<file path="src/rtl/xoff_pkg.sv">
package xoff_pkg;
  localparam int VA_W   = 64;
  localparam int PA_W   = 52;
  localparam int ATTR_W = 8;
  localparam int SH_W   = 2;
  localparam int PERM_W = 3;
  localparam int TAG_POS = 55;
  localparam int N_CODES = 8;

  typedef enum logic [1:0] {
    ACC_LOAD  = 2'd0,
    ACC_STORE = 2'd1,
    ACC_FETCH = 2'd2,
    ACC_RSVD  = 2'd3
  } acc_e;

  localparam logic [ATTR_W-1:0] ATTR_DEVICE    = 8'h00;
  localparam logic [ATTR_W-1:0] ATTR_WB_TAGGED = 8'hF0;
  localparam logic [ATTR_W-1:0] ATTR_WB        = 8'hFF;
  localparam logic [ATTR_W-1:0] ATTR_WT_FETCH  = 8'hEE;
  localparam logic [ATTR_W-1:0] ATTR_NC_FETCH  = 8'h44;

  localparam logic [SH_W-1:0] SH_NONE  = 2'd0;
  localparam logic [SH_W-1:0] SH_OUTER = 2'd2;

  function automatic int unsigned pa_bits_of(input int unsigned code);
    case (code)
      0: return 32;
      1: return 36;
      2: return 40;
      3: return 42;
      4: return 44;
      5: return 48;
      default: return 52;
    endcase
  endfunction
endpackage

</file>
<file path="src/rtl/xoff_range_chk.sv">
module xoff_range_chk #(
  parameter int VA_W    = 64,
  parameter int TAG_POS = 55,
  parameter int N_CODES = 8
) (
  input  logic [VA_W-1:0]            va,
  input  logic                       is_fetch,
  input  logic [$clog2(N_CODES)-1:0] pa_code,
  input  logic                       tbi_lo,
  input  logic                       tbi_hi,
  input  logic                       tbid_lo,
  input  logic                       tbid_hi,
  output logic                       out_of_range
);
  localparam int TOP_KEEP = TAG_POS + 1;
  localparam logic [VA_W-1:0] TOP_MASK_TBI = {{(VA_W-TOP_KEEP){1'b0}}, {TOP_KEEP{1'b1}}};

  logic [VA_W-1:0] above_pa [N_CODES];

  genvar g;
  generate
    for (g = 0; g < N_CODES; g++) begin : g_lim
      localparam int unsigned BITS = xoff_pkg::pa_bits_of(g);
      assign above_pa[g] = ~((VA_W'(1) << BITS) - VA_W'(1));
    end
  endgenerate

  logic            half_sel;
  logic            tbi_raw;
  logic            tbid_raw;
  logic            tbi_eff;
  logic [VA_W-1:0] top_mask;

  always_comb begin
    half_sel     = va[TAG_POS];
    tbi_raw      = half_sel ? tbi_hi : tbi_lo;
    tbid_raw     = half_sel ? tbid_hi : tbid_lo;
    tbi_eff      = tbi_raw & ~(is_fetch & tbid_raw);
    top_mask     = tbi_eff ? TOP_MASK_TBI : '1;
    out_of_range = |(va & above_pa[pa_code] & top_mask);
  end
endmodule

</file>
<file path="src/rtl/xoff_attr_sel.sv">
module xoff_attr_sel
  import xoff_pkg::*;
(
  input  logic              is_fetch,
  input  logic              regime_el1,
  input  logic              dc_force,
  input  logic              dc_tagged,
  input  logic              icache_on,
  output logic [ATTR_W-1:0] attr,
  output logic [SH_W-1:0]   sh
);
  always_comb begin
    attr = ATTR_DEVICE;
    sh   = SH_NONE;
    if (regime_el1 && dc_force) begin
      attr = dc_tagged ? ATTR_WB_TAGGED : ATTR_WB;
    end else if (is_fetch) begin
      attr = icache_on ? ATTR_WT_FETCH : ATTR_NC_FETCH;
      sh   = SH_OUTER;
    end
  end
endmodule

</file>
<file path="src/rtl/xlat_off_attr_gen.sv">
module xlat_off_attr_gen
  import xoff_pkg::*;
#(
  parameter int VA_BITS = xoff_pkg::VA_W,
  parameter int PA_BITS = xoff_pkg::PA_W
) (
  input  logic               clk,
  input  logic               rst,
  input  logic               req_valid,
  input  logic [VA_BITS-1:0] req_va,
  input  logic [1:0]         req_acc,
  input  logic [2:0]         req_pa_code,
  input  logic               req_tbi_lo,
  input  logic               req_tbi_hi,
  input  logic               req_tbid_lo,
  input  logic               req_tbid_hi,
  input  logic               req_dc_force,
  input  logic               req_dc_tagged,
  input  logic               req_icache_on,
  input  logic               req_regime_el1,
  output logic               rsp_valid,
  output logic               rsp_fault,
  output logic [PA_BITS-1:0] rsp_pa,
  output logic [2:0]         rsp_perm,
  output logic [7:0]         rsp_attr,
  output logic [1:0]         rsp_sh
);
  localparam logic [2:0] PERM_ALL = 3'b111;

  logic              is_fetch;
  logic              oor;
  logic [ATTR_W-1:0] attr_c;
  logic [SH_W-1:0]   sh_c;

  assign is_fetch = (acc_e'(req_acc) == ACC_FETCH);

  xoff_range_chk #(
    .VA_W   (VA_BITS),
    .TAG_POS(TAG_POS),
    .N_CODES(N_CODES)
  ) u_range (
    .va          (req_va),
    .is_fetch    (is_fetch),
    .pa_code     (req_pa_code),
    .tbi_lo      (req_tbi_lo),
    .tbi_hi      (req_tbi_hi),
    .tbid_lo     (req_tbid_lo),
    .tbid_hi     (req_tbid_hi),
    .out_of_range(oor)
  );

  xoff_attr_sel u_attr (
    .is_fetch  (is_fetch),
    .regime_el1(req_regime_el1),
    .dc_force  (req_dc_force),
    .dc_tagged (req_dc_tagged),
    .icache_on (req_icache_on),
    .attr      (attr_c),
    .sh        (sh_c)
  );

  always_ff @(posedge clk) begin
    if (rst) begin
      rsp_valid <= 1'b0;
      rsp_fault <= 1'b0;
      rsp_pa    <= '0;
      rsp_perm  <= '0;
      rsp_attr  <= '0;
      rsp_sh    <= '0;
    end else begin
      rsp_valid <= req_valid;
      if (req_valid) begin
        rsp_fault <= oor;
        rsp_pa    <= oor ? '0 : req_va[PA_BITS-1:0];
        rsp_perm  <= oor ? '0 : PERM_ALL;
        rsp_attr  <= oor ? '0 : attr_c;
        rsp_sh    <= oor ? '0 : sh_c;
      end
    end
  end
endmodule

</file>
<file path="config.mk">
export PLATFORM = sky130hd
export DESIGN_NAME = xlat_off_attr_gen
export DESIGN_NICKNAME = d
export VERILOG_FILES = /design/src/rtl/xoff_pkg.sv /design/src/rtl/xoff_range_chk.sv /design/src/rtl/xoff_attr_sel.sv /design/src/rtl/xlat_off_attr_gen.sv
export SDC_FILE = /design/constraint.sdc
export NUM_CORES = 1
export LEC_CHECK = 0
export BUFFER_PORTS_ARGS = -buffer_cell sky130_fd_sc_hd__buf_2
export CORE_MARGIN = 3
export CORE_UTILIZATION = 25
export CTS_BUF_LIST = sky130_fd_sc_hd__clkbuf_16
export DETAILED_ROUTE_END_ITERATION = 6
export GPL_TIMING_DRIVEN = 0
export PLACE_DENSITY = 0.57
export RECOVER_POWER = 25
export SYNTH_ARGS = -nofsm -noshare
export SYNTH_HDL_FRONTEND = slang
export SYNTH_SLANG_ARGS = --single-unit
export TNS_END_PERCENT = 20
</file>
<file path="constraint.sdc">
create_clock -name clk -period 1.93 [get_ports clk]
set_input_delay 0 -clock clk [delete_from_list [all_inputs] [get_ports clk]]
set_output_delay 0 -clock clk [all_outputs]
set_load 0.1 [all_outputs]
</file>
==> results.sh <==
export IMPL_post_drt_wl_per_cell_um=14.5
export IMPL_first_global_vias=3037
export IMPL_gr_usage_met3=0.0429
export IMPL_post_route_period_util=0.944
export IMPL_drt_iter0_drc=195
export IMPL_synth_nets=398
export IMPL_period_needed_ps=1820
export IMPL_die_x_um=110
export IMPL_avgSynthCellArea_um2=8.44
export IMPL_fmax_mhz=549
export IMPL_cp_required_ps=2170
export IMPL_power_density_nw_per_um2=746
export IMPL_setup_violations=0
export IMPL_grt_overflow_total=0
export IMPL_nets=604
export IMPL_ioPinCount=147
export IMPL_rr_worst_depth=3
export IMPL_fin_total_pwr_mw=3.25
export IMPL_placement_io_buffers=144
export IMPL_cts_tree="yes"
export IMPL_synth_distinct_cells=36
export IMPL_grt_pass1_wl_um=15000
export IMPL_cts_root_buf="clkbuf_16"
export IMPL_clkTransAtPathRegs_ps=50
export IMPL_holdPathStages=3
export IMPL_hold_viol_final=0
export IMPL_p_leak_nw=1.77
export IMPL_synth_seq_cells=62
export IMPL_vias=3129
export IMPL_rsz0062_at_grt="no"
export IMPL_met2_usage=0.272
export IMPL_placed_area_um2=3570
export IMPL_ys_flop_type="dfxtp_1"
export IMPL_max_cap_violations=0
export IMPL_final_area_um2=4350
export IMPL_antenna_found_initial=0
export IMPL_path_class="input port to flip-flop"
export IMPL_clk_insertion_delay_late_ps=320
export IMPL_finalMaxSlewViolations=0
export IMPL_netlist_area_um2=2680
export IMPL_wirelength_um=9650
export IMPL_hpwlAfterDp_um=6810
export IMPL_place_congestion=0.789
export IMPL_critPathLaunchType="input port"
export IMPL_vdd_ir_drop_worst_uv=450
export IMPL_diodes=0
export IMPL_finClkSkew_ps=0
export IMPL_setup_tns_ps=0
export IMPL_area_growth_pct=62.2
export IMPL_final_util=0.420
export IMPL_clock_path_buffers=2
export IMPL_drt_pass1_iter_count=6
export IMPL_synthTopCellsByArea="dfxtp_1, o31ai_1, nand2_1"
export IMPL_rows=37
export IMPL_status="finished clean"
export IMPL_synth_area_leader_cell="dfxtp_1"
export IMPL_cts_made_buffers=9
export IMPL_postSynthCellCount=318
export IMPL_busiest_layer="met2"
export IMPL_drtAntennaViolNets=0
export IMPL_cts_sinks=62
export IMPL_globalRouteTotalUtil=0.160
export IMPL_crit_fanout=10
export IMPL_die_h_um=110
export IMPL_worstMarginPinSlew_ps=1230
export IMPL_whs_ps=7.07
export IMPL_post_cts_buffers=0
export IMPL_grt_use_met1=0.196
export IMPL_h_tree_depth=3
export IMPL_ys_seq_area_frac=0.463
export IMPL_synth_edf_count=0
export IMPL_coreArea_um2=10400
export IMPL_start_util=0.259
export IMPL_die_area_um2=12000
export IMPL_yosys_warnings=0
export IMPL_drcViolationCount=0
export IMPL_via_per_inst=4.71
export IMPL_grt_max_degree=12
export IMPL_hold_path_class="input port to flip-flop"
export IMPL_drive_above_1_share=0.291
export IMPL_cp_data_arrival_time_ps=2060
export IMPL_nFillCells=1102
export IMPL_relSlewSlack=0.185
export IMPL_async_flop_share=0
export IMPL_cp_end_kind="flip-flop"
export IMPL_synth_top_area_frac=0.463
[registers in the layout, indices dropped and copies added, names as in the netlist]
signal / cells
rsp_valid: 1
rsp_sh: 1
rsp_perm: 1
rsp_attr: 6
rsp_fault: 1
rsp_pa: 52
[cells by family (layout without fill, tap and decap cells)]
kind of cell	Yosys count	in the layout	share of synthesized area
simple gates	128	128	0.217
mux	3	3	0.0112
flops	62	62	0.463
other cells	1	1	0.00140
buf+inv	44	255	0.0802
compound gates	80	80	0.227
[critical path, stage by stage]
cell	delay [ps]
dlygate4sd3_1	530
buf_2	130
or4_4	520
a21oi_2	220
o211ai_4	120
buf_6	170
buf_6	140
o31ai_2	210
[report_power, final]
part | leakage [nW] | internal, mW | switching, mW
Clock | 0.133 | 0.987 | 0.583
Sequential | 0.500 | 1.28 | 0.00146
Combinational | 1.14 | 0.169 | 0.222
Total | 1.77 | 2.44 | 0.806
[stage by stage]
step,instances,setup slack [ps]
floorplan,318,539
global placement,598,136
detailed placement,598,66.4
CTS,665,18.0
global route,665,30.4
finish,665,107
[per-layer routing]
metal / vias to the layer above / wire (um)
met3: 16 / 783
li1: 1556 / -
met5: - / 0
met1: 1412 / 4220
met4: 0 / 160
met2: 145 / 4490
[worst paths after layout]
kind | startpoint | endpoint | slack (ps)
worst max-delay path | req_va[45] | rsp_pa[41] | 110
worst min-delay path | req_valid | rsp_valid | 7
worst max register to register | rsp_fault | rsp_fault | 1280
worst min register to register | rsp_pa[20] | rsp_pa[20] | 450
[final cells by class]
cell class	instances	area, um2	area share
Clock buffer	9	225	0.0518
Buffer	34	178	0.0408
Clock inverter	7	65.1	0.0150
Sequential cell	62	1240	0.285
Multi-Input combinational cell	212	1240	0.286
Timing Repair Buffer	195	1190	0.274
Tap cell	136	170	0.0391
Inverter	10	37.5	0.00863
[cell usage after synthesis (2+ instances only)]
cell / number
dfxtp_1: 62
a21oi_1: 2
buf_6: 2
nand3_1: 42
nand2b_1: 2
o21ai_0: 9
buf_4: 7
o2111ai_1: 6
buf_2: 7
o31ai_2: 3
mux2i_1: 3
or4_1: 4
o31ai_1: 48
nand2_1: 64
nor4_1: 2
inv_1: 10
o211ai_1: 3
nor2_1: 8
clkbuf_1: 17
[repair_timing]
item                                    4_1_cts  5_1_grt
endpoints found under the hold margin        51        0
hold buffers                                 51        0
resized for setup                             0        3
endpoints found under the setup margin        0       12
[cells in the final DEF (no fill, tap or decap), drive strengths merged]
cell type    netlist  final
o2111ai            6      6
dfxtp             62     62
o211ai             4      4
a21oi              3      3
clkinv             0      3
nand3             42     42
or4                5      5
nor4               2      2
o31a               1      1
o2bb2ai            1      1
o21ai             11     11
o31ai             51     51
a21o               1      1
mux2i              3      3
nor2               9      9
and2               1      1
nand2b             2      2
dlygate4sd3        0     51
nor3               1      1
or3                1      1
conb               1      1
o32a               1      1
bufinv             0      1
inv               10     10
clkbuf            17     57
clkinvlp           0      3
o221a              1      1
nand3b             1      1
buf               17    130
nand2             64     64
(Power assumes the default switching activity.)
